### src/rtl/wdt_pkg.sv
package wdt_pkg;
   typedef enum logic [1:0] {
      WD_INIT = 2'd0,
      WD_OFF  = 2'd1,
      WD_RUN  = 2'd2,
      WD_HALT = 2'd3
   } wd_state_e;
endpackage

### src/rtl/wdt_prescale.sv
module wdt_prescale #(
   parameter int SCL_W = 8
) (
   input  logic             clk,
   input  logic             rst_n,
   input  logic             restart,
   input  logic             hold,
   input  logic [SCL_W-1:0] limit,
   output logic             tick
);
   logic [SCL_W-1:0] phase;

   assign tick = !hold && !restart && (phase == limit);

   always_ff @(posedge clk or negedge rst_n) begin
      if (!rst_n)          phase <= '0;
      else if (restart)    phase <= '0;
      else if (!hold)      phase <= tick ? '0 : phase + 1'b1;
   end
endmodule

### src/rtl/wdt_core.sv
module wdt_core
   import wdt_pkg::*;
#(
   parameter int          CNT_W      = 16,
   parameter int          SCL_W      = 8,
   parameter int          DLY_W      = 8,
   parameter int          CAUSE_W    = 16,
   parameter logic [CAUSE_W-1:0] CAUSE_CODE = 16'hC000,
   parameter int          RST_COUNT  = 16'hFFFF,
   parameter int          RST_SCALER = 255,
   parameter int          RST_DELAY  = 255
) (
   input  logic               clk,
   input  logic               rst_n,
   input  logic               prog_we,
   input  logic               trap_we,
   input  logic [CNT_W-1:0]   new_cnt,
   input  logic [SCL_W-1:0]   new_scl,
   input  logic [DLY_W-1:0]   new_dly,
   input  logic               tick,
   output logic [SCL_W-1:0]   scaler,
   output wd_state_e          state,
   output logic               irq,
   output logic               rst_req,
   output logic [CAUSE_W-1:0] cause
);
   logic [CNT_W-1:0] count;
   logic [DLY_W-1:0] grace;
   logic             armed;

   always_ff @(posedge clk or negedge rst_n) begin
      if (!rst_n) begin
         scaler  <= SCL_W'(RST_SCALER);
         count   <= CNT_W'(RST_COUNT);
         grace   <= DLY_W'(RST_DELAY);
         armed   <= 1'b0;
         state   <= WD_INIT;
         irq     <= 1'b0;
         rst_req <= 1'b0;
         cause   <= '0;
      end else begin
         irq     <= 1'b0;
         rst_req <= 1'b0;
         if (prog_we) begin
            scaler <= new_scl;
            count  <= new_cnt;
            grace  <= new_dly;
            armed  <= 1'b0;
            state  <= WD_RUN;
         end else begin
            if (trap_we && state == WD_INIT)
               state <= WD_OFF;
            if (tick) begin
               unique case (state)
                  WD_OFF: state <= WD_HALT;
                  WD_INIT, WD_RUN: begin
                     if (count != '0) begin
                        count <= count - 1'b1;
                     end else if (armed) begin
                        rst_req <= 1'b1;
                        cause   <= CAUSE_CODE;
                        state   <= WD_HALT;
                     end else begin
                        irq   <= 1'b1;
                        armed <= 1'b1;
                        count <= CNT_W'(grace);
                     end
                  end
                  default: ;
               endcase
            end
         end
      end
   end
endmodule

### src/rtl/wdt_two_stage.sv
module wdt_two_stage
   import wdt_pkg::*;
#(
   parameter int DATA_W     = 32,
   parameter int CNT_W      = 16,
   parameter int SCL_W      = 8,
   parameter int DLY_W      = 8,
   parameter int CAUSE_W    = 16,
   parameter logic [CAUSE_W-1:0] CAUSE_CODE = 16'hC000,
   parameter int RST_COUNT  = 16'hFFFF,
   parameter int RST_SCALER = 255,
   parameter int RST_DELAY  = 255
) (
   input  logic               clk,
   input  logic               rst_n,
   input  logic               wr_en,
   input  logic               wr_sel,
   input  logic [DATA_W-1:0]  wr_data,
   output logic               irq_o,
   output logic               rst_req_o,
   output logic [CAUSE_W-1:0] cause_o
);
   localparam int SCL_LSB = CNT_W;
   localparam int DLY_LSB = CNT_W + SCL_W;
   localparam int USED_W  = CNT_W + SCL_W + DLY_W;

   if (USED_W > DATA_W) begin : g_bad_fields
      $error("wdt_two_stage: fields need %0d bits, data word has %0d", USED_W, DATA_W);
   end
   if (SCL_W < 1 || CNT_W < 1 || DLY_W < 1) begin : g_bad_width
      $error("wdt_two_stage: every field needs at least one bit");
   end
   if (DLY_W > CNT_W) begin : g_bad_grace
      $error("wdt_two_stage: grace field wider than count");
   end

   logic             prog_we, trap_we, tick;
   logic [SCL_W-1:0] scaler;
   wd_state_e        st;

   assign prog_we = wr_en && !wr_sel;
   assign trap_we = wr_en &&  wr_sel;

   wdt_prescale #(.SCL_W(SCL_W)) u_pre (
      .clk     (clk),
      .rst_n   (rst_n),
      .restart (prog_we),
      .hold    (st == WD_HALT),
      .limit   (scaler),
      .tick    (tick)
   );

   wdt_core #(
      .CNT_W(CNT_W), .SCL_W(SCL_W), .DLY_W(DLY_W), .CAUSE_W(CAUSE_W),
      .CAUSE_CODE(CAUSE_CODE), .RST_COUNT(RST_COUNT),
      .RST_SCALER(RST_SCALER), .RST_DELAY(RST_DELAY)
   ) u_core (
      .clk     (clk),
      .rst_n   (rst_n),
      .prog_we (prog_we),
      .trap_we (trap_we),
      .new_cnt (wr_data[CNT_W-1:0]),
      .new_scl (wr_data[SCL_LSB +: SCL_W]),
      .new_dly (wr_data[DLY_LSB +: DLY_W]),
      .tick    (tick),
      .scaler  (scaler),
      .state   (st),
      .irq     (irq_o),
      .rst_req (rst_req_o),
      .cause   (cause_o)
   );
endmodule

### config.mk
export PLATFORM = sky130hd
export DESIGN_NAME = wdt_two_stage
export DESIGN_NICKNAME = d
export VERILOG_FILES = /design/src/rtl/wdt_pkg.sv /design/src/rtl/wdt_prescale.sv /design/src/rtl/wdt_core.sv /design/src/rtl/wdt_two_stage.sv
export SDC_FILE = /design/constraint.sdc
export NUM_CORES = 1
export LEC_CHECK = 0
export BUFFER_PORTS_ARGS = -buffer_cell sky130_fd_sc_hd__buf_4
export CAP_MARGIN = 5
export CORE_UTILIZATION = 49
export DETAILED_ROUTE_END_ITERATION = 6
export GPL_ROUTABILITY_DRIVEN = 0
export PLACE_DENSITY = 0.81
export SETUP_SLACK_MARGIN = 0.15
export SLEW_MARGIN = 5
export SYNTH_ARGS = -nofsm -noshare
export SYNTH_HDL_FRONTEND = slang
export SYNTH_SLANG_ARGS = --single-unit
### constraint.sdc
create_clock -name clk -period 1.9 [get_ports clk]
set_input_delay 0.285 -clock clk [delete_from_list [all_inputs] [get_ports clk]]
set_output_delay 0.285 -clock clk [all_outputs]
set_load 0.05 [all_outputs]
==> results of run 1 <==
-- synth_stat cells, types with 2 or more instances --
library cell	n	share of area (%)
or4_1	2	0.57
a31oi_1	8	1.9
mux2i_1	2	0.76
nor2_1	28	4.0
nand2b_1	3	0.71
buf_4	16	4.6
buf_2	3	0.57
nor4_1	2	0.48
and3_1	2	0.48
dfstp_2	32	32
a221o_1	3	1.1
clkbuf_1	8	1.1
nor3_1	9	1.7
inv_1	5	0.71
nand4_1	5	1.2
nand2_1	74	11
o211ai_1	3	0.86
or3_1	3	0.71
and2_1	4	0.95
nand3_1	16	3.0
o21ai_0	13	2.5
xor2_1	3	1.0
xnor2_1	11	3.7
dfrtp_1	14	13
ha_1	3	1.4
buf_1	2	0.29
o311ai_0	2	0.67
a211oi_1	3	0.86
a21oi_1	16	3.0
-- final timing paths --
kind,cells past startpoint,end,startpoint
max,7,u_core.count[10],u_core.count[13]
min,3,u_core.scaler[5],wr_data[21]
max reg2reg,7,u_core.count[10],u_core.count[13]
min reg2reg,2,u_core.grace[1],u_core.grace[1]
max in group asynchronous,2,u_core.count[13],rst_n
min in group asynchronous,2,u_pre.phase[7],rst_n
-- repair_timing --
action                                 CTS  global route
setup endpoints to repair               17            24
endpoints found under the hold margin   14             0
cloned                                   0             1
hold buffers                             1             0
resized for setup                       23            20
setup buffers                            1             7
pin swaps                                9            16
-- report_power, final --
group | internal (W) | leakage [nW] | switching, W
clock | 0.000527 | 0.0683 | 0.000355
sequential | 0.00118 | 0.522 | 0.000151
combinational | 0.000349 | 1.03 | 0.000396
total | 0.00206 | 1.62 | 0.000902
-- registers in the layout, indices dropped and copies added (netlist names) --
register,count
u_core.irq,1
u_core.armed,1
u_pre.phase,8
u_core.grace,8
u_core.count,16
u_core.rst_req,1
u_core.state,2
u_core.cause,1
u_core.scaler,8
-- stage by stage --
step	area, µm²	total power (W)	util [%]	hold slack (ns)
6_report	3580	0.00296	69.7	0.155
5_1_grt	3580	0.00310	69.7	0.168
3_5_place_dp	3180	0.00201	62.0	0.319
4_1_cts	3410	0.00290	66.4	0.157
2_1_floorplan	2730	0.00175	-	-0.0106
3_3_place_gp	3180	0.00197	62.0	0.310
-- logic make-up (layout without fill, tap and decap cells) --
logic type,count (synthesis),after routing,synth area share (%)
AND/OR/NAND/NOR,159,159,28.6
flip-flops,46,46,45.3
multiplexers,2,2,0.761
other,1,14,0.143
buffers and inverters,34,94,7.28
adder cells (fa/ha/maj),3,3,1.43
AO/OA/AOI/OAI,51,51,11.8
XOR/XNOR,14,14,4.66
-- layer usage --
layer | GRT usage [%] | wire length, µm | vias up | part of all wire (%)
li1 | - | - | 1179 | -
met1 | 32.5 | 2830 | 1166 | 42
met2 | 38.8 | 3260 | 107 | 48
met3 | 3.35 | 467 | 17 | 6.9
met4 | 8.85 | 170 | 0 | 2.5
met5 | 0 | 0 | - | 0
-- worst max-delay path: cells and delay by family (launching register included) --
family                 cells  cell delay [ns]
DFF                        1             0.39
and+or+nand+nor            4             0.97
buffers and inverters      1             0.13
AOI/OAI and AO/OA          2             0.39
-- area by class of cell --
type | count | area share (%)
multi-input combinational | 243 | 41.2
sequential | 46 | 33.2
timing repair buffer | 81 | 18.7
inverter | 5 | 0.524
tap | 70 | 2.44
clock buffer | 5 | 1.92
clock inverter | 3 | 1.92
==> flow_summary_export.csv, run 1 <==
group,metric,value,unit
sta,max_freq,511,MHz
setup_path,start_kind,"flip-flop",
logic_synthesis,synth_edf_count,0,
cells_and_area,fillers,392,
cells_and_area,final_common_cell,"buf_4",
floorplan,dieArea,5660,µm²
cells_and_area,syn_to_final_growth,36.3,%
drt,drt-vias-per-instance,5.45,
setup_path,worstPathArrival,2.20,ns
setup_path,cp.required,2.14,ns
cells_and_area,layout_common_cells,"buf_4 (72), nand2_1 (70), dfstp_2 (32)",
setup_path,worstPathCellList,"nor4_4 -> and4b_2 -> a31oi_4 -> and2_4 -> buf_12 -> and3_1 -> a221o_1",
drt,routedWlPerCell,14.9,µm
place,dpl.hpwl,4220,µm
cells_and_area,regArea,1190,µm²
sta,skew,0.00606,ns
clock_tree,cts_root_buffer,"clkbuf_8",
global_route,grt_start_max_net_pins,47,
logic_synthesis,yosysSeqAreaShare,45.3,%
drt,ant_nets,0,
power,vdd_drop_max,0.467,mV
logic_synthesis,synth_area_per_cell,8.48,µm²
setup_path,cp_slowest_cell,"dfstp_2",
clock_tree,cts_tree,"built",
hold_path,hold_class,"in2reg",
setup_path,slowest_delay,0.39,ns
place,preCtsSetupSlack,-0.0514,ns
setup_path,endpoint_kind,"flip-flop",
place,dp_cells,435,
sta,slew_violations,0,
floorplan,io_pins,54,
floorplan,rows,26,
drt,vias,2469,
sta,hold_viol_final,0,
floorplan,die_h,75.3,µm
drt,dr.first_iter.drc_count,129,
logic_synthesis,synthDistinctLibCells,44,
sta,slew_headroom,62.9,%
power,p_leak,1.62,nW
logic_synthesis,dominantRegCellSynth,"dfstp_2",
global_route,grt_pass1_wl,10100,µm
logic_synthesis,synth_seq_cells,46,
cells_and_area,multi_input_area,1480,µm²
logic_synthesis,synth_warnings,0,
cells_and_area,layout-drive-gt1-share,40.7,%
sta,tightest_slew,0.556,ns
sta,setup_ws,-0.0588,ns
setup_path,critPathMaxFanout,8,
global_route,grt_overflow,0,
cells_and_area,finalNetCount,421,
power,power_density,826,nW/µm²
logic_synthesis,syn_inst,310,
drt,drc,0,
logic_synthesis,synthArstFlopShare,100,%
clock_tree,cts.clk_slew.worst_paths,0.09,ns
clock_tree,ctsHtreeMaxLevel,2,
clock_tree,cts_buffer_depth,2,
sta,min_period,1.96,ns
clock_tree,cts_buffers,5,
global_route,grt_pass1_vias,2261,
global_route,antenna_found_initial,0,
logic_synthesis,syn_area,2630,µm²
job,cap_violations,0,
setup_path,rrSetupSlack,-0.06,ns
clock_tree,clk_latency,0.31,ns
status,status,"finished, violations left",
status,violations,"negative setup slack",
floorplan,floorplan.initialDensity,51.2,%
drt,first_pass_iters,4,
sta,rsz0062_at_grt,"yes",
drt,wirelength,6730,µm
clock_tree,clkSinkCount,46,
cells_and_area,final_cells,453,
floorplan,core,5140,µm²
setup_path,critPathKind,"reg2reg",
place,port_buffers,39,
sta,fin_tns_setup,-0.157,ns
sta,fin_crit_sh,103,%
sta,setup_violations,5,
cells_and_area,antennaDiodeCount,0,
global_route,grtUsageTotal,23.8,%
floorplan,die_w,75.3,µm
Power figures use the tool's default switching activity.
==> run 2: changes to the inputs <==
--- a/config.mk
+++ b/config.mk
@@ -7,6 +7,7 @@
 export LEC_CHECK = 0
 export BUFFER_PORTS_ARGS = -buffer_cell sky130_fd_sc_hd__buf_4
 export CAP_MARGIN = 5
+export CORE_MARGIN = 2
 export CORE_UTILIZATION = 49
 export DETAILED_ROUTE_END_ITERATION = 6
 export GPL_ROUTABILITY_DRIVEN = 0
==> run 2 against run 1 <==
The run still ends with negative setup slack left. Via count is 3.5% higher. Core utilization hardly changed. Final cell count is 0.22% lower. Sequential share of layout area about the same. Non-clock buffer count is 1 lower. Sequential power is essentially flat. Register-to-register slack got worse by 0.03 ns. Global-route usage fell by 1.3 points. Die area grew 5.4%.
==> flow_summary_export.csv, run 2 (synthesis results as in run 1) <==
group,metric,value,unit
status,status,"finished, violations left",
status,violations,"negative setup slack",
global_route,grt_start_max_net_pins,47,
setup_path,cp.required,2.16,ns
drt,first_pass_iters,5,
place,dpl.hpwl,4340,µm
drt,routedWlPerCell,15.8,µm
cells_and_area,antennaDiodeCount,0,
global_route,antenna_found_initial,0,
cells_and_area,layout_common_cells,"nand2_1 (70), buf_4 (70), dfstp_2 (32)",
sta,tightest_slew,0.552,ns
drt,drt-vias-per-instance,5.65,
floorplan,die_w,77.3,µm
sta,skew,0.00537,ns
floorplan,rows,26,
clock_tree,cts_tree,"built",
place,postPlaceCellArea,3170,µm²
floorplan,core,5140,µm²
setup_path,critPathBufInv,1,
setup_path,worstPathCellList,"nor3_1 -> and2_4 -> buf_4 -> nand2_1 -> or4_1 -> a21oi_1 -> a221o_1",
drt,wirelength,7130,µm
clock_tree,cts_buffer_depth,2,
sta,slew_headroom,63.2,%
sta,setup_ws,-0.0933,ns
global_route,grt_overflow,0,
cells_and_area,final_cells,452,
clock_tree,clkSinkCount,46,
place,port_buffers,39,
job,cap_violations,0,
cells_and_area,layout-drive-gt1-share,41.1,%
floorplan,die_h,77.3,µm
floorplan,io_pins,54,
place,dp_cells,433,
clock_tree,cts_root_buffer,"clkbuf_8",
floorplan,floorplan.initialDensity,51.2,%
floorplan,dieArea,5970,µm²
setup_path,endpoint_kind,"flip-flop",
global_route,grt_pass1_wl,10900,µm
sta,setup_violations,11,
sta,timing.hold.ws,0.160,ns
drt,ant_nets,0,
power,p_leak,1.61,nW
setup_path,critPathKind,"reg2reg",
setup_path,setup.worst_path.start,"u_core.count[4]",
setup_path,start_kind,"flip-flop",
clock_tree,cts_buffers,5,
hold_path,hp-start,"wr_data[20]",
sta,min_period,1.99,ns
setup_path,cp_slowest_cell,"or4_1",
sta,fin_crit_sh,105,%
sta,rsz0062_at_grt,"yes",
drt,drc,0,
cells_and_area,fin_util,69.7,%
clock_tree,ctsHtreeMaxLevel,2,
global_route,grt_pass1_vias,2390,
setup_path,slowest_delay,0.42,ns
setup_path,timing.rr.start,"u_core.count[4]",
clock_tree,clk_latency,0.31,ns
sta,hold_viol_final,0,
sta,fin_tns_setup,-0.433,ns
global_route,grtUsageTotal,22.5,%
sta,slew_violations,0,
cells_and_area,finalNetCount,420,
clock_tree,cts.clk_slew.worst_paths,0.10,ns
cells_and_area,syn_to_final_growth,36.2,%
cells_and_area,largest_reg_flops,16,
cells_and_area,fin_area,3580,µm²
power,power_density,770,nW/µm²
setup_path,worstPathArrival,2.25,ns
cells_and_area,max_flop_register,"u_core.count",
sta,max_freq,502,MHz
drt,vias,2556,
power,vdd_drop_max,0.507,mV
hold_path,hold_class,"in2reg",
drt,dr.first_iter.drc_count,373,
setup_path,path_delay_family,"simple AND/OR/NAND/NOR gates",
setup_path,critPathMaxFanout,7,
[run 2: power breakdown]
part | internal [W] | switching [W] | leakage (nW)
combinational | 0.000365 | 0.000398 | 1.04
clock | 0.000273 | 0.000371 | 0.0495
sequential | 0.00118 | 0.000165 | 0.522
total | 0.00182 | 0.000934 | 1.61
[run 2: tightest hold or removal path, delay by kind of cell]
family	cells	cell delay (ns)
simple gates	2	0.08
buf+inv	1	0.11
[run 2: path summary, 6_finish.rpt]
| check | slack [ns] | cells past startpoint | end |
|---|---|---|---|
| worst max-delay path | -0.09 | 7 | u_core.count[15] |
| worst min-delay path | 0.16 | 3 | u_core.scaler[4] |
| worst max register to register | -0.09 | 7 | u_core.count[15] |
| worst min register to register | 0.46 | 2 | u_core.grace[7] |
| max in group asynchronous | 1.02 | 2 | u_core.count[13] |
| min in group asynchronous | 0.50 | 2 | u_pre.phase[0] |
[run 2: final cells by class]
type	instances	area (µm²)
timing repair buffer	80	679
sequential	46	1190
multi-input combinational	243	1510
clock inverter	3	26.3
inverter	5	18.8
tap	70	87.6
fill	411	1560
clock buffer	5	68.8
[run 2: routing by layer]
metal	GRT usage [%]	share of wire [%]
met3	4.82	6.7
met1	29.2	41
met4	8.21	3.2
met5	0	0
met2	37.1	49
[run 2: repair_timing]
item                                    in CTS  in global routing
hold endpoints to repair                    14                  0
endpoints found under the setup margin      17                 25
cloned                                       1                  0
pin swaps                                    5                 23
setup buffers                                2                  7
hold buffers                                 1                  0
gates resized for setup                     15                 35
[run 2: through the flow]
step / total power [W] / worst slack, ns
after floorplan: 0.00175 / -0.111
after global placement: 0.00197 / 0.00631
after detailed placement: 0.00200 / -0.0625
after CTS: 0.00267 / -0.0323
after global routing: 0.00291 / -0.151
final: 0.00276 / -0.0933
==> run 3: changes to the inputs <==
--- a/config.mk
+++ b/config.mk
@@ -8,12 +8,13 @@
 export BUFFER_PORTS_ARGS = -buffer_cell sky130_fd_sc_hd__buf_4
 export CAP_MARGIN = 5
 export CORE_MARGIN = 2
-export CORE_UTILIZATION = 49
+export CORE_UTILIZATION = 35
 export DETAILED_ROUTE_END_ITERATION = 6
 export GPL_ROUTABILITY_DRIVEN = 0
-export PLACE_DENSITY = 0.81
+export PLACE_DENSITY = 0.63
+export REMOVE_ABC_BUFFERS = 1
 export SETUP_SLACK_MARGIN = 0.15
-export SLEW_MARGIN = 5
+export SLEW_MARGIN = 10
 export SYNTH_ARGS = -nofsm -noshare
 export SYNTH_HDL_FRONTEND = slang
 export SYNTH_SLANG_ARGS = --single-unit
==> run 3 against run 2 <==
The flow finishes with violations (negative hold slack, negative setup slack). Via count down 7.4%. Clock skew shrank 0.0012 ns. Final area decreased by 1.0%. Sequential power hardly changed. First-iteration DRC count is 52% lower. Clock power decreased by 3.4%. Global-route usage is 5.5 points lower. Register-to-register slack gained 0.08 ns. Total power is 2.2% lower. Largest power group unchanged.
==> flow_summary_export.csv, run 3 (synthesis results as in run 1) <==
group,metric,value,unit
cells_and_area,finalNetCount,425,
floorplan,rows,31,
cells_and_area,largest_reg_flops,16,
drt,drt-vias-per-instance,4.87,
floorplan,dieArea,8220,µm²
drt,routedWlPerCell,13.5,µm
sta,setup_violations,3,
setup_path,critPathMaxFanout,8,
clock_tree,ctsHtreeMaxLevel,2,
drt,ant_nets,0,
sta,max_freq,523,MHz
cells_and_area,fin_area,3540,µm²
sta,min_period,1.91,ns
clock_tree,cts_tree,"built",
cells_and_area,layout_common_cells,"buf_4 (79), nand2_1 (71), dfstp_2 (32)",
floorplan,die_h,90.7,µm
cells_and_area,fin_util,48.9,%
cells_and_area,final_common_cell,"buf_4",
sta,tightest_slew,0.580,ns
sta,setup_ws,-0.0138,ns
clock_tree,ctsHoldBuffers,0,
drt,drc,0,
drt,dr.first_iter.drc_count,178,
power,seqPwrFrac,48.9,%
clock_tree,cts_buffer_depth,2,
cells_and_area,layout-drive-gt1-share,41.1,%
drt,vias,2368,
global_route,antenna_found_initial,0,
cells_and_area,fillers,706,
drt,first_pass_iters,4,
power,switching_share,31.8,%
place,dp_cells,473,
setup_path,endpoint_kind,"flip-flop",
status,status,"finished, violations left",
power,p_clk_share,23.1,%
place,port_buffers,39,
sta,rsz0062_at_grt,"yes",
global_route,grt_overflow,0,
power,vdd_drop_max,0.275,mV
global_route,grt_pass1_wl,11500,µm
sta,hold_viol_final,14,
cells_and_area,syn_to_final_growth,34.8,%
place,dpl.hpwl,4710,µm
floorplan,die_w,90.7,µm
power,power_frac_comb,28.0,%
clock_tree,cts.clk_slew.worst_paths,0.08,ns
status,violations,"negative hold slack, negative setup slack",
setup_path,start_kind,"flip-flop",
place,postPlaceCellArea,3250,µm²
hold_path,hold_class,"in2async",
cells_and_area,antennaDiodeCount,0,
setup_path,cp.required,2.14,ns
cells_and_area,multi_input_area,1450,µm²
sta,fin_crit_sh,101,%
clock_tree,cts_buffers,5,
setup_path,worstPathArrival,2.15,ns
sta,slew_violations,0,
job,cap_violations,0,
floorplan,io_pins,54,
clock_tree,clk_latency,0.30,ns
setup_path,critPathKind,"reg2reg",
power,switchingPower,0.000859,W
global_route,grt_start_max_net_pins,47,
clock_tree,cts_root_buffer,"clkbuf_8",
floorplan,core,7250,µm²
floorplan,floorplan.initialDensity,36.3,%
cells_and_area,max_flop_register,"u_core.count",
sta,slew_headroom,61.3,%
power,power_density,761,nW/µm²
clock_tree,clkSinkCount,46,
cells_and_area,regArea,1190,µm²
power,internal_power,0.00184,W
cells_and_area,final_cells,486,
global_route,grt_pass1_vias,2469,
global_route,grtUsageTotal,17.0,%
drt,wirelength,6560,µm
power,p_leak,1.61,nW
sta,timing.hold.ws,-0.0175,ns
sta,skew,0.00421,ns
[run 3: what timing repair did]
action / in CTS / in global routing
endpoints found under the setup margin: 19 / 27
cloned: 0 / 0
gates resized for setup: 34 / 17
setup buffers: 3 / 2
pin swaps: 18 / 6
[run 3: stage by stage]
stage / power [W] / setup slack [ns] / TNS (ns)
finish: 0.00270 / -0.0138 / -0.0298
global route: 0.00286 / -0.0784 / -0.386
CTS: 0.00267 / -0.0169 / -0.0394
detailed placement: 0.00200 / -0.125 / -1.06
global placement: 0.00198 / -0.0511 / -0.312
floorplan: 0.00170 / -0.585 / -8.16
[run 3: path summary, 6_finish.rpt]
check	start	end	slack (ns)	cells after the start
max	u_core.count[1]	u_core.count[15]	-0.01	8
max in group asynchronous	rst_n	u_core.count[10]	1.53	1
min reg2reg	u_core.grace[4]	u_core.grace[4]	0.46	2
max reg2reg	u_core.count[1]	u_core.count[15]	-0.01	8
min in group clk	wr_data[28]	u_core.grace[4]	0.17	3
min	rst_n	u_pre.phase[1]	-0.02	1
[run 3: power by group through the flow]
stage | combinational [W] | sequential [W] | clock [W]
final | 0.000755 | 0.00132 | 0.000623
after global routing | 0.000842 | 0.00134 | 0.000683
after CTS | 0.000718 | 0.00131 | 0.000640
after detailed placement | 0.000679 | 0.00132 | 0
after global placement | 0.000664 | 0.00132 | 0
after floorplan | 0.000385 | 0.00131 | 0
[run 3: area by class of cell]
type | instances | share of cell area (%)
repair buffers | 85 | 18.9
clock buffers | 7 | 2.44
inverters | 5 | 0.529
clock inverters | 1 | 0.141
flip-flops and latches | 46 | 33.6
well taps | 99 | 3.49
multi-input cells | 243 | 40.9
[run 3: layer usage]
layer	track usage, %	part of all wire [%]
met1	24.4	48
met2	25.9	45
met3	3.34	5.1
met4	5.13	1.6
met5	0	0
[run 3: worst max-delay path, cell delays in order (launching register included)]
cell     delay, ns
dfstp_2       0.54
inv_2         0.05
ha_4          0.16
and4b_2       0.23
a31oi_4       0.19
and2_4        0.18
buf_6         0.12
o21ai_2       0.05
a221o_1       0.32
